<file path="config.mk">
export PLATFORM = sky130hd
export DESIGN_NAME = irda_int_ident
export DESIGN_NICKNAME = d
export VERILOG_FILES = /design/src/rtl/irda_iid_pkg.sv /design/src/rtl/irda_iid_ctrl.sv /design/src/rtl/irda_iid_dp.sv /design/src/rtl/irda_int_ident.sv
export SDC_FILE = /design/constraint.sdc
export NUM_CORES = 1
export LEC_CHECK = 0
export BUFFER_PORTS_ARGS = -buffer_cell sky130_fd_sc_hd__clkbuf_2
export CAP_MARGIN = 10
export CORE_AREA = 4 4 41 43
export CTS_CLUSTER_SIZE = 28
export DETAILED_ROUTE_END_ITERATION = 16
export DIE_AREA = 0 0 45 47
export GPL_TIMING_DRIVEN = 0
export PLACE_DENSITY = 0.61
export SETUP_SLACK_MARGIN = 0.02
export SLEW_MARGIN = 20
export SYNTH_ARGS = -nofsm -noshare
export SYNTH_HDL_FRONTEND = slang
export SYNTH_SLANG_ARGS = --single-unit
</file>
<file path="constraint.sdc">
create_clock -name clk -period 3.3 [get_ports clk]
set_input_delay 0.33 -clock clk [delete_from_list [all_inputs] [get_ports clk]]
set_output_delay 0.33 -clock clk [all_outputs]
set_load 0.005 [all_outputs]
</file>
<file path="src/rtl/irda_iid_pkg.sv">
package irda_iid_pkg;

  typedef enum logic [3:0] {
    CODE_NONE    = 4'b0001,
    CODE_TXEMPTY = 4'b0010,
    CODE_RXDATA  = 4'b0100,
    CODE_RXSTAT  = 4'b0110,
    CODE_TMO     = 4'b1100
  } iidCode_e;

  typedef struct packed {
    logic clrRxStat;
    logic clrTimeout;
    logic clrTxEmpty;
    logic rstTimer;
  } iidStrobes_t;

endpackage

</file>
<file path="src/rtl/irda_iid_ctrl.sv">
module irda_iid_ctrl
  import irda_iid_pkg::*;
(
  input  logic        isrRead,
  input  logic        lsrRead,
  input  logic        rbrRead,
  input  logic        thrWrite,
  input  logic        rxPush,
  input  iidCode_e    curCode,
  output iidStrobes_t strb
);

  always_comb begin
    strb            = '0;
    strb.clrRxStat  = lsrRead;
    strb.clrTimeout = rbrRead;
    strb.rstTimer   = rbrRead | rxPush;
    // transmit-empty is acknowledged by a status read only while it is on show
    strb.clrTxEmpty = thrWrite | (isrRead && (curCode == CODE_TXEMPTY));
  end

endmodule

</file>
<file path="src/rtl/irda_iid_dp.sv">
module irda_iid_dp
  import irda_iid_pkg::*;
#(
  parameter int TO_CHARS = 4,
  localparam int CNT_W   = $clog2(TO_CHARS + 1)
)(
  input  logic        clk,
  input  logic        rstN,
  input  logic [3:0]  errPulse,
  input  logic        rxDataReady,
  input  logic        fifoTrigHit,
  input  logic        rxNotEmpty,
  input  logic        charTick,
  input  logic        txEmpty,
  input  logic        fifoEn,
  input  iidStrobes_t strb,
  output iidCode_e    curCode,
  output logic [7:0]  isrValue
);

  logic             rxStatPend;
  logic             tmoPend;
  logic             txEmptyPend;
  logic             txEmptyDly;
  logic [CNT_W-1:0] charCnt;
  logic             timerIdle;
  logic             txRise;
  logic             rxDataPend;
  logic             tmoActive;

  assign timerIdle  = !fifoEn || !rxNotEmpty;
  assign txRise     = txEmpty && !txEmptyDly;
  assign rxDataPend = fifoEn ? fifoTrigHit : rxDataReady;
  assign tmoActive  = tmoPend && fifoEn;

  always_ff @(posedge clk or negedge rstN) begin
    if (!rstN) begin
      rxStatPend <= 1'b0;
    end else if (|errPulse) begin
      rxStatPend <= 1'b1;
    end else if (strb.clrRxStat) begin
      rxStatPend <= 1'b0;
    end
  end

  always_ff @(posedge clk or negedge rstN) begin
    if (!rstN) begin
      charCnt <= '0;
    end else if (timerIdle || strb.rstTimer) begin
      charCnt <= '0;
    end else if (charTick && (charCnt != CNT_W'(TO_CHARS))) begin
      charCnt <= charCnt + 1'b1;
    end
  end

  always_ff @(posedge clk or negedge rstN) begin
    if (!rstN) begin
      tmoPend <= 1'b0;
    end else if (timerIdle || strb.clrTimeout) begin
      tmoPend <= 1'b0;
    end else if (charTick && !strb.rstTimer
                 && (charCnt == CNT_W'(TO_CHARS - 1))) begin
      tmoPend <= 1'b1;
    end
  end

  always_ff @(posedge clk or negedge rstN) begin
    if (!rstN) begin
      txEmptyDly  <= 1'b1;
      txEmptyPend <= 1'b0;
    end else begin
      txEmptyDly <= txEmpty;
      if (txRise) begin
        txEmptyPend <= 1'b1;
      end else if (strb.clrTxEmpty) begin
        txEmptyPend <= 1'b0;
      end
    end
  end

  always_comb begin
    if (rxStatPend)       curCode = CODE_RXSTAT;
    else if (rxDataPend)  curCode = CODE_RXDATA;
    else if (tmoActive)   curCode = CODE_TMO;
    else if (txEmptyPend) curCode = CODE_TXEMPTY;
    else                  curCode = CODE_NONE;
  end

  assign isrValue = {fifoEn, fifoEn, 2'b00, curCode};

endmodule

</file>
<file path="src/rtl/irda_int_ident.sv">
module irda_int_ident
  import irda_iid_pkg::*;
#(
  parameter int TO_CHARS = 4
)(
  input  logic       clk,
  input  logic       rstN,
  input  logic       overrunErr,
  input  logic       parityErr,
  input  logic       stopErr,
  input  logic       breakDet,
  input  logic       rxDataReady,
  input  logic       fifoTrigHit,
  input  logic       rxNotEmpty,
  input  logic       charTick,
  input  logic       txEmpty,
  input  logic       fifoEn,
  input  logic       irqEn,
  input  logic       isrRead,
  input  logic       lsrRead,
  input  logic       rbrRead,
  input  logic       thrWrite,
  input  logic       rxPush,
  output logic [7:0] isrValue,
  output logic       irqOut
);

  iidStrobes_t strb;
  iidCode_e    curCode;

  irda_iid_ctrl u_ctrl (
    .isrRead (isrRead),
    .lsrRead (lsrRead),
    .rbrRead (rbrRead),
    .thrWrite(thrWrite),
    .rxPush  (rxPush),
    .curCode (curCode),
    .strb    (strb)
  );

  irda_iid_dp #(.TO_CHARS(TO_CHARS)) u_dp (
    .clk        (clk),
    .rstN       (rstN),
    .errPulse   ({overrunErr, parityErr, stopErr, breakDet}),
    .rxDataReady(rxDataReady),
    .fifoTrigHit(fifoTrigHit),
    .rxNotEmpty (rxNotEmpty),
    .charTick   (charTick),
    .txEmpty    (txEmpty),
    .fifoEn     (fifoEn),
    .strb       (strb),
    .curCode    (curCode),
    .isrValue   (isrValue)
  );

  assign irqOut = irqEn & ~isrValue[0];

endmodule

</file>
# Yosys cells after proc, flatten, opt, wreduce, memory -nomap -nowiden
# Cells that the tools add are included.
# Widths: inputs -> output; s select.
dict set report word_totals {
  ff_bits 7
  latch_bits 0
  ramBits 0
  romBits 0
  in_bits 18
  output_inout_bits 9
  word_cells 44
  memories 0
}
dict set report classes {
  add_sub_neg 1
  multipliers 0
  div 0
  order_cmp 0
  n_eq_ne 3
  shift 0
  n_mux 13
  bitwise_logic 4
  n_reduce_logical 18
}
# op count
set ops {}
lappend ops {{$mux 4} 3}
lappend ops {{$reduce_bool 2->1} 4}
lappend ops {{$mux 1} 7}
lappend ops {{$logic_and 1x1->1} 6}
lappend ops {{$mux 3} 2}
lappend ops {{$eq 4x2->1 const B} 1}
lappend ops {{$logic_not 1->1} 4}
lappend ops {{$reduce_or 4->1} 1}
lappend ops {{$add 3x1->3 const B} 1}
lappend ops {{$eq 3x2->1 const B} 1}
lappend ops {{$logic_or 1x1->1} 3}
lappend ops {{$ne 3x3->1 const B} 1}
lappend ops {{$mux 2} 1}
lappend ops {{$or 1x1->1} 2}
lappend ops {{$and 1x1->1} 1}
lappend ops {{$not 1->1} 1}

# Depth between registers and ports, before layout
# Gate-level depths: netlist of run 1.
dict set report logic_depth {
  ltp_word 9
  mapped_depth 5
  ltp_nobuf 5
}

# By module
# A second synthesis of run 1 with hierarchy kept.
dict set report hier_totals {
  hier_cells 54
  hier_area_um2 508.0
}
# module n_inst cells_per_inst area_per_inst_um2 seq_area_each_um2
set modules_own_cells {}
lappend modules_own_cells {irda_iid_dp 1 48 450.4 176.4}
lappend modules_own_cells {irda_iid_ctrl 1 5 43.8 0.0}
lappend modules_own_cells {irda_int_ident 1 1 13.8 0.0}

# Least setup slack after synthesis of run 1
# OpenSTA, ideal clock, no wires.
dict set report synth_timing {
  path_type {register -> output}
  startpoint {register u_dp.rxStatPend}
  endpoint {output port irqOut}
  arrival_ns 1.007
  path_slack_ns 1.963
  path_stages_with_launch 4
  cell_sequence {dfrtp_1 > or3_1 > o31a_2 > o21a_1}
}
dict set report synth_via {
  elab_chain_len 3
}
# item line_no
set synth_lines {}
lappend synth_lines {{start: declaration} irda_iid_dp.sv:21} ;# logic rxStatPend;
lappend synth_lines {{start signal: assignment} irda_iid_dp.sv:38} ;# rxStatPend <= 1'b0;
lappend synth_lines {{start signal: assignment} irda_iid_dp.sv:40} ;# rxStatPend <= 1'b1;
lappend synth_lines {{start signal: assignment} irda_iid_dp.sv:42} ;# rxStatPend <= 1'b0;
lappend synth_lines {{$mux 4} irda_iid_dp.sv:82} ;# if (rxStatPend) curCode = CODE_RXSTAT;
lappend synth_lines {{$not 1->1} irda_int_ident.sv:56} ;# assign irqOut = irqEn & ~isrValue[0];
lappend synth_lines {{$and 1x1->1} irda_int_ident.sv:56}
lappend synth_lines {{end: declaration} irda_int_ident.sv:25} ;# output logic irqOut
# Every way passes these cells.

# Final worst setup path of run 1
# Same ends and word-level chain as after synthesis.

==> reports/qor.txt, run 1 <==
routed wire length = 865 um
Critical-path top delay cell = dfrtp_1
row count = 13
Hold WC Path Type = input pin to flop
IO Port Bufs = 24
via/cell ratio = 4.380
grt peak-use layer = met1
hpwl dp = 744.6 um
sequential cell area = 176.4 sq um
fmax = 573.0 MHz
critical path cell sequence = or3_1 > o31a_2 > o21a_1 > clkbuf_2
final critical-path required period = 1.745 ns
aggregate global routing overflow = 0
CTS Hold Bufs = 1
Avg Cell Area, Syn = 9.291 sq um
io pins = 27
Remaining DRCs = 0
most frequent cells in the layout = 24 x clkbuf_2, 7 x inv_1, 6 x dfrtp_1
Num CTS Buffers = 3
multi-input logic area = 207.7 sq um
PostCTS Resize Cnt = 0
MaxCap Viol Count = 0
sequential share of the synthesized area = 40.40%
design area = 615.6 sq um
kind of end point of the critical path = output pin
reg2reg path depth = 3
RSZ-0062 raised after global routing = no
Crit Reg-Reg Startpoint = u_dp.rxStatPend
initial DRC count = 3
CTS clk-pin slew, worst paths = 0.05 ns
number of global-route vias before repair = 361
total power = 0.1996 mW
die area = 0.002115 sq mm
top cells by area, synth = dfrtp_1 34%, ha_1 8.6%, buf_4 6.9%, dfstp_2 6.0%, inv_1 6.0%
PwrDens = 324.2 mW/mm^2
leading cell type in the layout, fill and taps excluded = clkbuf_2
post-synthesis cell area = 436.7 sq um
GR Util met1 = 13.55%
Antenna Nets Post-Route = 0
Area growth, synth to finish = 40.97%
first-pass GRT wire length = 1.442 mm
crit path from = u_dp.rxStatPend
number of library cell types mapped by synthesis = 24
hold depth = 1
Core ar. = 0.001301 sq mm
critical path type = flop to output pin
clk sink count = 7
Final Hold Viols = 0
Peak supply drop = 0.1486 mV
initial antenna violation count = 0
First-pass DRT Iterations = 3
Initial Util = 33.56%
CP max FO = 5
final worst slack = 1.555 ns
Overall Global Routing Usage = 9.490%
WL/cell = 9.402 um
Global Route met2 Usage = 11.86%
Min Hold Slack = 0.1777 ns
Vias = 403
WP data arrival = 1.42 ns
clock root buffer = clkbuf_4
CP Launch Type = flop
Yosys top cell area share = 34.38%
Mapped Cells = 47
clk_skew = 0.006047 ns
layout cells sized above 1 = 42.86%
pre-CTS setup slack = 1.737 ns
WP data required = 2.97 ns
Synth Register Bits = 7
grt met3 use = 2.682%
Post-DP Area = 579.3 sq um
die width = 45 um
maximum buffer depth of the clock tree = 2
htree depth = 1
GP Congestion = 0.6948
max-slew violation count = 0
final setup fails = 0
slowest stage delay, CP = 0.42 ns
hold path start = txEmpty
Setup TNS Final = 0 ns
Yosys top cell by area = dfrtp_1
nets@finish = 99
Leakage Power = 0.3248 nW
FILL cells = 135
Worst-Skew Late Latency = 0.25 ns
postcts setup bufs = 0
Synthesis Warnings = 0
status = finished clean
CTS tree = built
n_diodes = 0
Die Y = 47 um
Tcrit/Tclk final = 52.89%
largest net degree at the start of global routing = 8
through the flow:
stage | cells | utilization (%)
finish | 92 | 47.31
global route | 92 | 47.31
CTS | 92 | 47.31
detailed placement | 87 | 44.52
global placement | 87 | 44.52
floorplan | 48 | -
power breakdown:
| group | switching, mW | internal, mW |
|---|---|---|
| combinational | 0.0122 | 0.0182 |
| sequential | 0.00201 | 0.0890 |
| clock | 0.0320 | 0.0462 |
final timing paths:
| kind | endpoint | slack (ns) |
|---|---|---|
| max | irqOut | 1.55 |
| min | u_dp.txEmptyDly | 0.18 |
| max reg2reg | u_dp.txEmptyPend | 2.00 |
| min reg2reg | u_dp.tmoPend | 0.55 |
| max in group asynchronous | u_dp.txEmptyDly | 2.63 |
| min in group asynchronous | u_dp.charCnt[1] | 0.44 |
synthesized netlist by cell type, drive strengths merged:
cell    instances
inv             7
dfrtp           6
buf             4
nor2            4
ha              3
nand2b          3
nor2b           2
o21ai           2
a21boi          1
a21o            1
a21oi           1
a221o           1
a31oi           1
conb            1
dfstp           1
mux2i           1
nand3b          1
nor3b           1
nor4            1
o21a            1
o22ai           1
o31a            1
or3             1
xnor2           1
worst max-delay path: cells and delay by family, from the launching register on:
family,cells,cell delay [ns]
buf+inv,1,0.10
simple gates,1,0.32
flops,1,0.42
compound gates,2,0.32
state kept, by name, summed over array words and instances (netlist names):
name	count
u_dp.txEmptyPend	1
u_dp.txEmptyDly	1
u_dp.charCnt	3
u_dp.rxStatPend	1
u_dp.tmoPend	1
cells by family (layout without fill, tap and decap cells):
family / Yosys count / after routing / synth area share, %
muxes: 1 / 1 / 2.292
xor gates and xnor gates: 1 / 1 / 2.006
and+or+nand+nor: 13 / 13 / 16.91
AOI/OAI and AO/OA: 10 / 10 / 16.05
other: 1 / 2 / 0.8588
adders and majority gates: 3 / 3 / 8.597
DFF: 7 / 7 / 40.40
buffers and inverters: 11 / 40 / 12.90
area by class of cell:
type                            instances  share of cell area, %
Multi-Input combinational cell         30                  33.74
Sequential cell                         7                  28.66
Timing Repair Buffer                   25                  21.14
Buffer                                  4                  4.878
Clock buffer                            4                  4.268
Inverter                                7                  4.268
Tap cell                               15                  3.049
routing by layer:
metal  part of all wire, %  vias to the layer above
li1                      -                      211
met5                     0                        -
met4                     0                        0
met2                    42                       21
met1                    45                      171
met3                    13                        0
No activity file was read; power rests on OpenSTA's default activity.
==> run 2: changes to the inputs <==
--- a/config.mk
+++ b/config.mk
@@ -5,14 +5,15 @@
 export SDC_FILE = /design/constraint.sdc
 export NUM_CORES = 1
 export LEC_CHECK = 0
+export ABC_AREA = 1
 export BUFFER_PORTS_ARGS = -buffer_cell sky130_fd_sc_hd__clkbuf_2
 export CAP_MARGIN = 10
-export CORE_AREA = 4 4 41 43
+export CORE_MARGIN = 4
+export CORE_UTILIZATION = 37
 export CTS_CLUSTER_SIZE = 28
 export DETAILED_ROUTE_END_ITERATION = 16
-export DIE_AREA = 0 0 45 47
 export GPL_TIMING_DRIVEN = 0
-export PLACE_DENSITY = 0.61
+export PLACE_DENSITY = 0.68
 export SETUP_SLACK_MARGIN = 0.02
 export SLEW_MARGIN = 20
 export SYNTH_ARGS = -nofsm -noshare
==> constraint.sdc (replaced) <==
create_clock -name clk -period 1.6 [get_ports clk]
set_input_delay 0.16 -clock clk [delete_from_list [all_inputs] [get_ports clk]]
set_output_delay 0.16 -clock clk [all_outputs]
set_load 0.005 [all_outputs]
==> run 2 against run 1 <==
  * Routed wire length is 8.4% higher
  * Critical endpoint unchanged
  * Die area is 6.6% lower
  * Critical path type unchanged
  * Final area is 10% higher
  * Sequential power is 100% higher
  * Global-route usage is 1.0 points higher
==> reports/qor.txt, run 2 <==
Vias = 475 (+18%)
htree depth = 1 (unchanged)
GP Congestion = 0.7090 (+2.0%)
kind of end point of the critical path = output pin
MaxCap Viol Count = 0 (unchanged)
die area = 0.001976 sq mm (-6.6%)
number of global-route vias before repair = 408 (+13%)
PostCTS Resize Cnt = 0 (unchanged)
Reg with most FFs = u_dp.charCnt
WP data arrival = 1.12 ns (-0.30 ns)
Worst-Skew Late Latency = 0.24 ns (about the same)
post-layout util = 58.01% (+11 points)
Initial Util = 41.99% (+8.4 points)
final worst slack = 0.3247 ns (-1.230 ns)
top cells by area, synth = dfrtp_1 31%, inv_1 9.2%, nand2_1 9.2%, ha_1 7.6%, buf_4 6.1%
initial DRC count = 6 (+3)
Placed Instances = 102 (+17%)
hpwl dp = 811.1 um (+8.9%)
io pins = 27 (unchanged)
Synthesis Warnings = 0 (unchanged)
Antenna Nets Post-Route = 0 (unchanged)
pre-CTS setup slack = 0.4239 ns (-1.313 ns)
leading cell type in the layout, fill and taps excluded = clkbuf_2
postcts setup bufs = 0 (unchanged)
Yosys top cell area share = 30.53% (-3.8 points)
most frequent cells in the layout = 24 x clkbuf_2, 12 x inv_1, 12 x nand2_1
total power = 0.4163 mW (+110%)
final critical-path required period = 1.275 ns
Mapped Cells = 63 (+34%)
Overall Global Routing Usage = 10.51% (+1.0 points)
final setup fails = 0 (unchanged)
PwrDens = 612.8 mW/mm^2 (+89%)
Synth Register Bits = 7 (unchanged)
max reg flops = 3 (unchanged)
aggregate global routing overflow = 0 (unchanged)
number of library cell types mapped by synthesis = 21 (-13%)
Final Hold Viols = 0 (unchanged)
Tcrit/Tclk final = 79.71%
Leakage Power = 0.3752 nW (+16%)
fin cells = 108 (+17%)
initial antenna violation count = 0 (unchanged)
via/cell ratio = 4.398 (+0.40%)
clk sink count = 7 (unchanged)
Avg Cell Area, Syn = 7.805 sq um (-16%)
Setup TNS Final = 0 ns (unchanged)
CP Launch Type = flop
grt met3 use = 3.659% (+0.98 points)
WP data required = 1.44 ns (-1.53 ns)
post-synthesis cell area = 491.7 sq um (+13%)
layout cells sized above 1 = 43.62% (+0.76 points)
Critical-path top delay cell = dfrtp_1
Post-synth EDFFs = 0 (unchanged)
sequential share of the synthesized area = 35.88% (-4.5 points)
nets@finish = 116 (+17%)
Global Route met2 Usage = 16.57% (+4.7 points)
CTS clk-pin slew, worst paths = 0.05 ns (about the same)
First-pass DRT Iterations = 3 (unchanged)
Synth top cells by count = 12 x inv_1, 12 x nand2_1, 6 x dfrtp_1, 5 x o21ai_1, 4 x buf_4
CTS tree = built
n_diodes = 0 (unchanged)
post-synthesis async set-or-reset flop share = 100.0% (unchanged)
CP max FO = 3 (-2)
hold depth = 2 (+1)
clock root buffer = clkbuf_4
slowest stage delay, CP = 0.38 ns (-0.04 ns)
reg2reg path depth = 5 (+2)
Crit Reg-Reg Startpoint = u_dp.charCnt[0]
WL/cell = 8.685 um (-7.6%)
IO Port Bufs = 24 (unchanged)
die width = 44.46 um (-1.2%)
max-slew violation count = 0 (unchanged)
first-pass GRT wire length = 1.559 mm (+8.1%)
GR Util met1 = 13.24% (-0.32 points)
largest net degree at the start of global routing = 9 (+1)
Area growth, synth to finish = 38.17%
Hold WC Path Type = input pin to flop
critical path cell sequence = nand2_1 > nand3_2 > o21ai_1 > inv_1 > clkbuf_2
routed wire length = 938 um (+8.4%)
critical path type = flop to output pin
status = finished clean
grt peak-use layer = met2
Remaining DRCs = 0 (unchanged)
Yosys top cell by area = dfrtp_1
row count = 12 (-1)
RSZ-0062 raised after global routing = no
fmax = 784.1 MHz
Peak supply drop = 0.4428 mV (+200%)
maximum buffer depth of the clock tree = 2 (unchanged)
Num CTS Buffers = 3 (unchanged)
Synth Flop Type = dfrtp_1
crit path from = u_dp.tmoPend
Die Y = 44.46 um (-5.4%)
Core ar. = 0.001171 sq mm (-10%)
hold path start = lsrRead
clk_skew = 0.001079 ns (-0.004968 ns)
-- run 2: changes by cell type after synthesis, moves of 3 or more --
cell	delta
nand2_2	+3
nand2b_1	-3
nand2_1	+12
o21ai_1	+3
inv_1	+5
-- run 2: layout make-up --
cell class / count / area, sq um
buffer: 4 / 30.03
clock buffer: 4 / 26.28
fill: 111 / 491.7
inverter: 13 / 50.05
multi-input combinational: 40 / 239.0
sequential: 7 / 176.4
tap: 14 / 17.52
timing repair buffer: 26 / 140.1
-- run 2: routing by layer --
layer | share of wire, % | routed length [um]
met1 | 42 | 393
met2 | 48 | 454
met3 | 9.7 | 91
met4 | 0 | 0
met5 | 0 | 0
-- run 2: where the power goes --
part           switching [mW]  internal [mW]  total, mW
registers             0.00313          0.183      0.186
clock network          0.0605         0.0949      0.155
logic                  0.0362         0.0386     0.0747
-- run 2: path summary, 6_finish.rpt --
check | end | slack, ns
worst max-delay path | irqOut | 0.32
worst min-delay path | u_dp.rxStatPend | 0.08
worst max register to register | u_dp.charCnt[1] | 0.42
worst min register to register | u_dp.charCnt[0] | 0.51
max in group asynchronous | u_dp.txEmptyDly | 1.09
min in group asynchronous | u_dp.txEmptyPend | 0.28
-- run 2: kinds of logic after synthesis --
logic type | count (synthesis) | synth area share, %
compound gates | 9 | 10.43
fa+ha+maj | 3 | 7.634
flops | 7 | 35.88
buf+inv | 17 | 16.28
other cells | 1 | 0.7626
simple gates | 26 | 29.01
-- run 2: worst max-delay path: cells and delay by family (launching register included) --
family / cells / cell delay [ns]
buffers and inverters: 2 / 0.14
AND/OR/NAND/NOR: 2 / 0.22
AO/OA/AOI/OAI: 1 / 0.12
flip-flops: 1 / 0.38
-- run 2: metrics by stage --
step	instance area (sq um)	hold WS, ns
final	679.4	0.07870
after global placement	633.1	0.0003178
after global routing	679.4	0.07637
after CTS	669.4	0.005181
after floorplan	495.5	-0.1356
after detailed placement	633.1	-0.0006370
-- run 2: timing repair --
action	4_1_cts	5_1_grt
hold buffers	1	1
endpoints found under the setup margin	0	0
hold endpoints to repair	7	1
==> run 3: changes to the inputs <==
==> constraint.sdc (replaced) <==
create_clock -name clk -period 1.15 [get_ports clk]
set_input_delay 0.115 -clock clk [delete_from_list [all_inputs] [get_ports clk]]
set_output_delay 0.115 -clock clk [all_outputs]
set_load 0.005 [all_outputs]
==> run 3 against run 2 <==
  * Core utilization is 4.1 points higher
  * Critical path type unchanged
  * Largest cell class unchanged
  * Final area is 7.0% higher
  * The run now ends with negative setup slack left
  * Sequential share of layout area is 1.7 points lower
  * Combinational power is 53% higher
  * Sequential power is 39% higher
  * Clock skew is 0.00077 ns higher
  * Clock power is 37% higher
==> reports/qor.txt, run 3 (same netlist as run 2, synthesis figures left out) <==
initial antenna violation count = 0 (unchanged)
final setup fails = 2 (+2)
Overall Global Routing Usage = 11.09% (+0.58 points)
Num CTS Buffers = 3 (unchanged)
MaxCap Viol Count = 0 (unchanged)
n_diodes = 0 (unchanged)
Placed Instances = 102 (unchanged)
leading cell type in the layout, fill and taps excluded = clkbuf_2
Tcrit/Tclk final = 104.6%
layout cells sized above 1 = 50.00% (+6.4 points)
post-layout util = 62.07% (+4.1 points)
hold depth = 2 (unchanged)
die width = 44.46 um (unchanged)
max-slew violation count = 0 (unchanged)
maximum buffer depth of the clock tree = 2 (unchanged)
Critical-path top delay cell = dfrtp_1
aggregate global routing overflow = 0 (unchanged)
CTS clk-pin slew, worst paths = 0.05 ns (about the same)
Die Y = 44.46 um (unchanged)
status = finished, violations left
reg2reg path depth = 5 (unchanged)
clk_skew = 0.001846 ns (+0.0007675 ns)
WP data required = 1.03 ns (-0.41 ns)
number of global-route vias before repair = 442 (+8.3%)
Final Hold Viols = 0 (unchanged)
nets@finish = 118 (+1.7%)
PwrDens = 806.5 mW/mm^2 (+32%)
fmax = 831.0 MHz
Core ar. = 0.001171 sq mm (unchanged)
slowest stage delay, CP = 0.40 ns (+0.02 ns)
clock root buffer = clkbuf_4
CTS tree = built
WP data arrival = 1.09 ns (-0.03 ns)
Antenna Nets Post-Route = 0 (unchanged)
Peak supply drop = 0.6165 mV (+39%)
critical path cell sequence = nand2_2 > nand3_2 > o21ai_1 > inv_1 > clkbuf_2
First-pass DRT Iterations = 4 (+1)
die area = 0.001976 sq mm (unchanged)
GP Congestion = 0.7090 (unchanged)
Levels on crit path = 5 (unchanged)
Hold WC Path Type = input pin to flop
via/cell ratio = 4.409 (+0.25%)
initial DRC count = 1 (-5)
routed wire length = 1.028 mm (+9.6%)
kind of end point of the critical path = output pin
clk sink count = 7 (unchanged)
CP Launch Type = flop
Reg with most FFs = u_dp.charCnt
htree depth = 1 (unchanged)
Initial Util = 41.99% (unchanged)
WL/cell = 9.345 um (+7.6%)
critical path type = flop to output pin
WP buf/inv = 2 (unchanged)
first-pass GRT wire length = 1.656 mm (+6.2%)
Vias = 485 (+2.1%)
fin cells = 110 (+1.9%)
Area growth, synth to finish = 47.84%
CP max FO = 3 (unchanged)
final critical-path required period = 1.203 ns
Remaining DRCs = 0 (unchanged)
IO Port Bufs = 24 (unchanged)
pre-CTS setup slack = -0.02611 ns (-0.4500 ns)
Leakage Power = 0.3912 nW (+4.3%)
max reg flops = 3 (unchanged)
hpwl dp = 811.1 um (unchanged)
delay-heaviest family, CP = flip-flops
Worst-Skew Late Latency = 0.24 ns (about the same)
FILL cells = 107 (-3.6%)
largest net degree at the start of global routing = 9 (unchanged)
violated checks = negative setup slack
final worst slack = -0.05343 ns (-0.3781 ns)
RSZ-0062 raised after global routing = yes
row count = 12 (unchanged)
io pins = 27 (unchanged)
most frequent cells in the layout = 23 x clkbuf_2, 11 x inv_1, 11 x nand2_1
==> run 3: timing repair <==
action / 4_1_cts / 5_1_grt
hold buffers: 2 / 0
endpoints found under the hold margin: 8 / 0
gates resized for setup: 3 / 6
endpoints found under the setup margin: 7 / 8
setup buffers: 0 / 2
pin swaps: 3 / 2
==> run 3: final timing paths <==
check | start | endpoint | slack, ns
max in group asynchronous | rstN | u_dp.txEmptyDly | 0.68
worst min register to register | u_dp.txEmptyDly | u_dp.txEmptyPend | 0.52
worst min-delay path | lsrRead | u_dp.rxStatPend | 0.04
worst max register to register | u_dp.charCnt[1] | u_dp.charCnt[1] | 0.02
worst max-delay path | u_dp.tmoPend | irqOut | -0.05
min in group asynchronous | rstN | u_dp.txEmptyPend | 0.24
==> run 3: power breakdown <==
part	switching (mW)	internal, mW
Combinational	0.0534	0.0604
Sequential	0.00451	0.255
Clock	0.0813	0.132
Total	0.139	0.447
==> run 3: through the flow <==
step / power, mW / setup TNS [ns] / hold slack (ns) / cell area [sq um]
after detailed placement: 0.3628 / -0.02954 / -0.04564 / 633.1
after global routing: 0.6293 / -0.4453 / 0.03389 / 726.9
after CTS: 0.5911 / -0.1491 / 0.03505 / 691.9
final: 0.5863 / -0.08032 / 0.03642 / 726.9
after global placement: 0.3606 / -0.01260 / -0.04468 / 633.1
after floorplan: 0.3123 / 0 / -0.1806 / 495.5
==> run 3: layout make-up <==
type                    count  area [sq um]  area share (%)
plain buffers               4         30.03           4.131
clock buffers               4         26.28           3.614
inverters                  13         50.05           6.885
multi-input cells          40         267.8           36.83
flip-flops and latches      7         176.4           24.27
well taps                  14         17.52           2.410
repair buffers             28         158.9           21.86
==> run 3: layer usage <==
layer  up-vias  global-route usage, %  share of wire (%)
met3         0                  3.659                8.6
li1        260                      -                  -
met4         0                  3.614                  0
met2        16                  18.31                 52
met1       209                  13.48                 39
met5         -                      0                  0
